**config.mk**
```make
export PLATFORM = sky130hd
export DESIGN_NAME = audio_clkgen
export DESIGN_NICKNAME = d
export VERILOG_FILES = /design/src/rtl/audclk_pkg.sv /design/src/rtl/audclk_cfg_reg.sv /design/src/rtl/audclk_divctr.sv /design/src/rtl/audio_clkgen.sv
export SDC_FILE = /design/constraint.sdc
export NUM_CORES = 1
export LEC_CHECK = 0
export BUFFER_PORTS_ARGS = -buffer_cell sky130_fd_sc_hd__clkbuf_2
export CAP_MARGIN = 15
export CORE_MARGIN = 1
export CORE_UTILIZATION = 50
export CTS_CLUSTER_SIZE = 25
export DETAILED_ROUTE_END_ITERATION = 7
export GPL_TIMING_DRIVEN = 0
export PLACE_DENSITY = 0.74
export SYNTH_ARGS = -nofsm -noshare
export SYNTH_HDL_FRONTEND = slang
export SYNTH_SLANG_ARGS = --single-unit
```
**constraint.sdc**
```tcl
create_clock -name clk_i -period 4.3 [get_ports clk_i]
set_clock_uncertainty 0.1 [all_clocks]
set_input_delay 1.29 -clock clk_i [delete_from_list [all_inputs] [get_ports clk_i]]
set_output_delay 1.29 -clock clk_i [all_outputs]
set_load 0.05 [all_outputs]
```
**src/rtl/audclk_pkg.sv**
```systemverilog
package audclk_pkg;

  localparam int unsigned CFG_W    = 32;
  localparam int unsigned FIELD_W  = 8;
  localparam int unsigned MODE_POS = 27;
  localparam int unsigned INV_POS  = 26;
  localparam int unsigned BDIV_LSB = 16;
  localparam int unsigned RXF_LSB  = 8;
  localparam int unsigned TXF_LSB  = 0;

  typedef struct packed {
    logic               slave;
    logic               inv;
    logic [FIELD_W-1:0] bdiv_m1;
    logic [FIELD_W-1:0] rxf_m1;
    logic [FIELD_W-1:0] txf_m1;
  } clk_cfg_t;

  function automatic clk_cfg_t unpack_cfg(input logic [CFG_W-1:0] w);
    clk_cfg_t c;
    c.slave   = w[MODE_POS];
    c.inv     = w[INV_POS];
    c.bdiv_m1 = w[BDIV_LSB +: FIELD_W];
    c.rxf_m1  = w[RXF_LSB +: FIELD_W];
    c.txf_m1  = w[TXF_LSB +: FIELD_W];
    return c;
  endfunction

endpackage

```
**src/rtl/audclk_cfg_reg.sv**
```systemverilog
module audclk_cfg_reg
  import audclk_pkg::*;
#(
  parameter logic [CFG_W-1:0] RST_WORD = 32'h0003_3F3F
) (
  input  logic             clk_i,
  input  logic             rst_ni,
  input  logic             we_i,
  input  logic [CFG_W-1:0] wdata_i,
  output clk_cfg_t         cfg_o
);

  localparam clk_cfg_t RST_CFG = unpack_cfg(RST_WORD);

  clk_cfg_t cfg_q, cfg_d;
  logic     unused_wbits;

  assign unused_wbits = ^{wdata_i[CFG_W-1:MODE_POS+1], wdata_i[INV_POS-1:BDIV_LSB+FIELD_W]};

  always_comb begin
    cfg_d = cfg_q;
    if (we_i) begin
      cfg_d = unpack_cfg(wdata_i);
    end
  end

  always_ff @(posedge clk_i or negedge rst_ni) begin
    if (!rst_ni) begin
      cfg_q <= RST_CFG;
    end else begin
      cfg_q <= cfg_d;
    end
  end

  assign cfg_o = cfg_q;

endmodule

```
**src/rtl/audclk_divctr.sv**
```systemverilog
module audclk_divctr #(
  parameter int unsigned CNT_W = 8
) (
  input  logic             clk_i,
  input  logic             rst_ni,
  input  logic             hold_i,
  input  logic             adv_i,
  input  logic [CNT_W-1:0] ratio_m1_i,
  output logic             level_o,
  output logic             wrap_o
);

  localparam int unsigned EXT_W = CNT_W + 1;

  logic [CNT_W-1:0] cnt_q, cnt_d;
  logic [EXT_W-1:0] half;
  logic             at_end;

  assign at_end = (cnt_q == ratio_m1_i);
  assign half   = ({1'b0, ratio_m1_i} + EXT_W'(1)) >> 1;

  always_comb begin
    cnt_d = cnt_q;
    if (hold_i) begin
      cnt_d = '0;
    end else if (adv_i) begin
      if (at_end) begin
        cnt_d = '0;
      end else begin
        cnt_d = cnt_q + CNT_W'(1);
      end
    end
  end

  always_ff @(posedge clk_i or negedge rst_ni) begin
    if (!rst_ni) begin
      cnt_q <= '0;
    end else begin
      cnt_q <= cnt_d;
    end
  end

  assign wrap_o  = adv_i && !hold_i && at_end;
  assign level_o = ({1'b0, cnt_q} >= half);

endmodule

```
**src/rtl/audio_clkgen.sv**
```systemverilog
module audio_clkgen
  import audclk_pkg::*;
#(
  parameter logic [31:0] RST_WORD = 32'h0003_3F3F
) (
  input  logic        clk_i,
  input  logic        rst_ni,
  input  logic        cfg_we_i,
  input  logic [31:0] cfg_wdata_i,
  input  logic        ext_sclk_i,
  input  logic        ext_tx_fs_i,
  input  logic        ext_rx_fs_i,
  output logic        sclk_o,
  output logic        tx_fs_o,
  output logic        rx_fs_o
);

  localparam int unsigned NFRM = 2;

  clk_cfg_t           cfg_q;
  logic               cfg_slave;
  logic               cfg_inv;
  logic [FIELD_W-1:0] cfg_bdiv_m1;
  logic               hold;
  logic               bit_level;
  logic               bit_wrap;
  logic               bit_int;
  logic [FIELD_W-1:0] frm_ratio [NFRM];
  logic [NFRM-1:0]    frm_level;
  logic [NFRM-1:0]    frm_wrap;
  logic               unused_frm_wrap;

  audclk_cfg_reg #(.RST_WORD(RST_WORD)) u_cfg (
    .clk_i   (clk_i),
    .rst_ni  (rst_ni),
    .we_i    (cfg_we_i),
    .wdata_i (cfg_wdata_i),
    .cfg_o   (cfg_q)
  );

  assign cfg_slave   = cfg_q.slave;
  assign cfg_inv     = cfg_q.inv;
  assign cfg_bdiv_m1 = cfg_q.bdiv_m1;
  assign hold        = cfg_q.slave || cfg_we_i;

  audclk_divctr #(.CNT_W(FIELD_W)) u_bitdiv (
    .clk_i      (clk_i),
    .rst_ni     (rst_ni),
    .hold_i     (hold),
    .adv_i      (1'b1),
    .ratio_m1_i (cfg_q.bdiv_m1),
    .level_o    (bit_level),
    .wrap_o     (bit_wrap)
  );

  // index 0: transmit frame, index 1: receive frame
  assign frm_ratio[0] = cfg_q.txf_m1;
  assign frm_ratio[1] = cfg_q.rxf_m1;

  for (genvar g = 0; g < NFRM; g++) begin : g_frm
    audclk_divctr #(.CNT_W(FIELD_W)) u_frmdiv (
      .clk_i      (clk_i),
      .rst_ni     (rst_ni),
      .hold_i     (hold),
      .adv_i      (bit_wrap),
      .ratio_m1_i (frm_ratio[g]),
      .level_o    (frm_level[g]),
      .wrap_o     (frm_wrap[g])
    );
  end

  assign unused_frm_wrap = ^frm_wrap;

  // ratio of one forwards the master clock itself
  assign bit_int = (cfg_q.bdiv_m1 == '0) ? clk_i : bit_level;

  assign sclk_o  = (cfg_q.slave ? ext_sclk_i : bit_int) ^ cfg_q.inv;
  assign tx_fs_o = cfg_q.slave ? ext_tx_fs_i : frm_level[0];
  assign rx_fs_o = cfg_q.slave ? ext_rx_fs_i : frm_level[1];

endmodule

```
# Word-level counts from Yosys, hierarchy flattened
# Index checks and enable logic that the tools add are counted.
dict set report word_totals {
  output_inout_bits 3
  reg_bits 50
}
dict set report op_classes {
  add_sub_neg 6
  n_reduce_logical 5
  n_mux 12
  order_cmp 3
  eq_ne 3
  n_bitwise 1
}
# op n
set ops {}
lappend ops {{$mux W8} 8}
lappend ops {{$add A8 B1 Y9 const B} 3}
lappend ops {{$add A8 B1 Y8 const B} 3}
lappend ops {{$eq A8 B8 Y1} 3}
lappend ops {{$ge A8 B8 Y1} 3}
lappend ops {{$logic_not A8 Y1} 1}
lappend ops {{$mux W1} 4}
lappend ops {{$reduce_bool A2 Y1} 1}
lappend ops {{$logic_and A1 B1 Y1} 1}
lappend ops {{$logic_not A1 Y1} 1}
lappend ops {{$logic_or A1 B1 Y1} 1}
lappend ops {{$xor A1 B1 Y1} 1}

# Logic depth before layout (Yosys ltp)
dict set report logic_depth {
  depth_word 5
  mapped_depth 10
  depth_no_buf 9
}

# Modules after synthesis
# From an unflattened synthesis, not the netlist that was laid out.
dict set report hier_totals {
  hier_cells 343
  area_unflattened_um2 3619.7
}
# mod instances area_each_um2 cells_per_inst seq_area_each_um2
set by_module_without_submodules {}
lappend by_module_without_submodules {{audclk_divctr at g_frm[0].u_frmdiv ...} 2 784.5 89 200.2}
lappend by_module_without_submodules {audclk_cfg_reg 1 1087.3 55 668.1}
lappend by_module_without_submodules {{audclk_divctr at g_frm[1].u_frmdiv} 1 814.5 94 200.2}
lappend by_module_without_submodules {audio_clkgen 1 148.9 16 0.0}

==> run_results.csv <==
group,metric,value,unit
placement,post_dp_cell_area,0.003908,mm²
setup_path,r2r_start,"u_cfg.cfg_o[16]",
power_and_ir_drop,p_sw,352.7,µW
global_routing,grtUsageTotal,0.2522,
setup_path,critPathBufInv,4,
cells_and_area,layout.cells.non_filler,510,
power_and_ir_drop,p_leak,1.649,nW
floorplanning,fp.dieW,86.82,µm
timing,timing.slew.headroom,0.5449,
setup_path,worstSetupPathType,"clk -> out",
logic_synthesis,yosysUniqueCellTypes,44,
min_path,hp-start,"u_cfg.cfg_o[24]",
detailed_routing,wirelength,8.374,mm
floorplanning,die_h,86.82,µm
timing,worst_pin_slew,0.6826,ns
floorplanning,core,0.006869,mm²
cts,clk_pin_slew,0.09,ns
setup_path,cp.arrival,3.11,ns
logic_synthesis,synth-warning-count,0,
cells_and_area,final_cell_mix,"dfrtp_1, clkbuf_2, xnor2_1, ha_1",
timing,rsz0062_at_grt,"true",
logic_synthesis,syn-num-nets,432,
logic_synthesis,synth_cells,363,
placement,dpl.cell_count,494,
cells_and_area,fillers,575,
logic_synthesis,yosysSeqAreaShare,0.3527,
cells_and_area,antenna_cells,0,
logic_synthesis,synth-edff-count,0,
detailed_routing,drcViolationCount,0,
power_and_ir_drop,clkPwrFrac,0.345,
cells_and_area,ff_latch_area,0.001270,mm²
setup_path,crit_path_end_kind,"output port",
logic_synthesis,yosys-top-cells-area,"dfrtp_1, ha_1, dfstp_2",
power_and_ir_drop,vdd_drop_max,0.1582,mV
setup_path,crit_chain,"clkbuf_8, o31ai_4, clkbuf_8, clkbuf_8, a21o_1, o221ai_2, buf_8",
placement,port_buffers,34,
detailed_routing,drt-pass1-iter-count,4,
detailed_routing,vias_per_cell,5.982,
power_and_ir_drop,p_total,1.193,mW
setup_path,cp_max_fo,2,
setup_path,worst_path_max_delay_cell,"o31ai_4",
global_routing,grt_max_degree,37,
logic_synthesis,syn-mean-instance-area,9.910,µm²
detailed_routing,drtIter0Drc,339,
logic_synthesis,async_flop_share,1.000,
power_and_ir_drop,p_per_area,287.6,mW/mm²
job,cap_violations,0,
cts,cts_tree,"built",
setup_path,setup.worst_path.start_class,"clock port",
power_and_ir_drop,p_seq_frac,0.459,
placement,gp_congestion,0.8315,
logic_synthesis,yosys.area.top_type_share,0.2504,
timing,finalSetupViolations,1,
run_status,status,"finished, violations left",
detailed_routing,wl_per_cell,16.42,µm
setup_path,rrSetupSlack,2.11,ns
cells_and_area,multi_input_area,0.002258,mm²
setup_path,crit_required,2.91,ns
setup_path,cpMostUsedCell,"clkbuf_8",
detailed_routing,vias,3051,
global_routing,grt_pass1_vias,3113,
placement,dp_hpwl,6.121,mm
power_and_ir_drop,internal_power,840.5,µW
cells_and_area,fin_nets,481,
power_and_ir_drop,switching_share,0.2956,
global_routing,grt_pass1_wl,14.72,mm
global_routing,overflow,0,
setup_path,cpPeakStageDelay,0.17,ns
floorplanning,start_util,0.5237,
setup_path,crit_path_start,"clk_i",
cells_and_area,final_common_cell,"dfrtp_1",
logic_synthesis,ys_ff_latch,50,
timing,drv_slew,0,
timing,hold_viol_final,0,
timing,setup_ws,-0.1962,ns
cts,clk_latency,0.41,ns
global_routing,grt_antenna_before_repair,0,
floorplanning,rows,30,
floorplanning,die-area,0.007538,mm²
power_and_ir_drop,combPwrFrac,0.196,
cells_and_area,final_cell_area,0.004149,mm²
logic_synthesis,ys.flop_type,"dfrtp_1",
logic_synthesis,synth.largest_area_cell,"dfrtp_1",
setup_path,cp_top_family,"buffers and inverters",
detailed_routing,ant_nets,0,
min_path,hold_path_class,"reg -> reg",
logic_synthesis,synth_area,0.003597,mm²
cells_and_area,syn_to_final_growth,15.34,%
floorplanning,ios,41,
run_status,violations,"negative setup slack",
cells_and_area,layout-drive-gt1-share,0.2464,
## cells in the mapped netlist, types with 9 or more instances
cell / number
ha_1: 31
o211ai_1: 26
mux2_2: 23
o21ai_0: 9
o2111ai_1: 17
xor2_1: 18
and3_1: 11
dfrtp_1: 36
nand3_1: 26
nand2_1: 25
nor3_1: 13
xnor2_1: 30
dfstp_2: 14
nor2_1: 10
## area by class of cell
type / count / area share
Multi-Input combinational cell: 290 / 0.5443
Inverter: 8 / 0.007238
Tap cell: 96 / 0.02895
Buffer: 15 / 0.01779
Sequential cell: 50 / 0.3061
Clock inverter: 3 / 0.009650
Timing Repair Buffer: 36 / 0.04825
Clock buffer: 12 / 0.03770
## registers in the layout, summed over array words and instances (netlist names)
signal	count
u_cfg.cfg_o	26
g_frm.u_frmdiv.cnt_q	16
u_bitdiv.cnt_q	8
## stage by stage
| step | hold slack, ns | util | setup TNS (ns) | worst slack (ns) |
|---|---|---|---|---|
| 2_1_floorplan | 0.4085 | - | 0 | 0.09463 |
| 3_3_place_gp | 0.4336 | 0.5659 | 0 | 0.04186 |
| 3_5_place_dp | 0.4490 | 0.5689 | 0 | 0.04131 |
| 4_1_cts | 0.4773 | 0.6015 | -0.2318 | -0.2318 |
| 5_1_grt | 0.4986 | 0.6040 | -0.2460 | -0.2460 |
| 6_report | 0.4711 | 0.6040 | -0.1962 | -0.1962 |
## timing repair
action                     4_1_cts  5_1_grt
hold buffers                     0        0
pin swaps                        3        0
setup endpoints to repair        2        3
resized for setup                6        4
setup buffers                    2        0
## routing by layer
metal  track usage  vias up  share of wire
met4        0.1061        0          0.020
met1        0.3144     1467           0.43
met2        0.4259       93           0.50
met3       0.04952       16          0.048
met5             0        -              0
li1              -     1475              -
## power groups by stage
stage / Clock, mW / Sequential, mW / Combinational (mW)
after floorplan: 0.0111 / 0.544 / 0.160
after global placement: 0.0125 / 0.556 / 0.213
after detailed placement: 0.0125 / 0.557 / 0.224
after CTS: 0.426 / 0.546 / 0.234
after global routing: 0.445 / 0.553 / 0.261
final: 0.412 / 0.547 / 0.234
## worst paths after layout
check,cells after the start,endpoint
max,7,sclk_o
min,1,u_cfg.cfg_o[24]
max reg2reg,6,g_frm[0].u_frmdiv.cnt_q[0]
min reg2reg,1,u_cfg.cfg_o[24]
max in group asynchronous,2,u_cfg.cfg_o[17]
min in group asynchronous,1,u_cfg.cfg_o[14]
## logic make-up (layout without fill, tap and decap cells)
| group | count (synthesis) | count (layout) | share of synthesized area |
|---|---|---|---|
| AND/OR/NAND/NOR | 115 | 115 | 0.1687 |
| AO/OA/AOI/OAI | 73 | 73 | 0.1537 |
| flip-flops | 50 | 50 | 0.3527 |
| XOR/XNOR | 48 | 48 | 0.1169 |
| adder cells (fa/ha/maj) | 31 | 31 | 0.1078 |
| multiplexers | 23 | 23 | 0.07200 |
| buffers and inverters | 23 | 74 | 0.02817 |
Note: power is estimated with default switching activity, not from simulation.
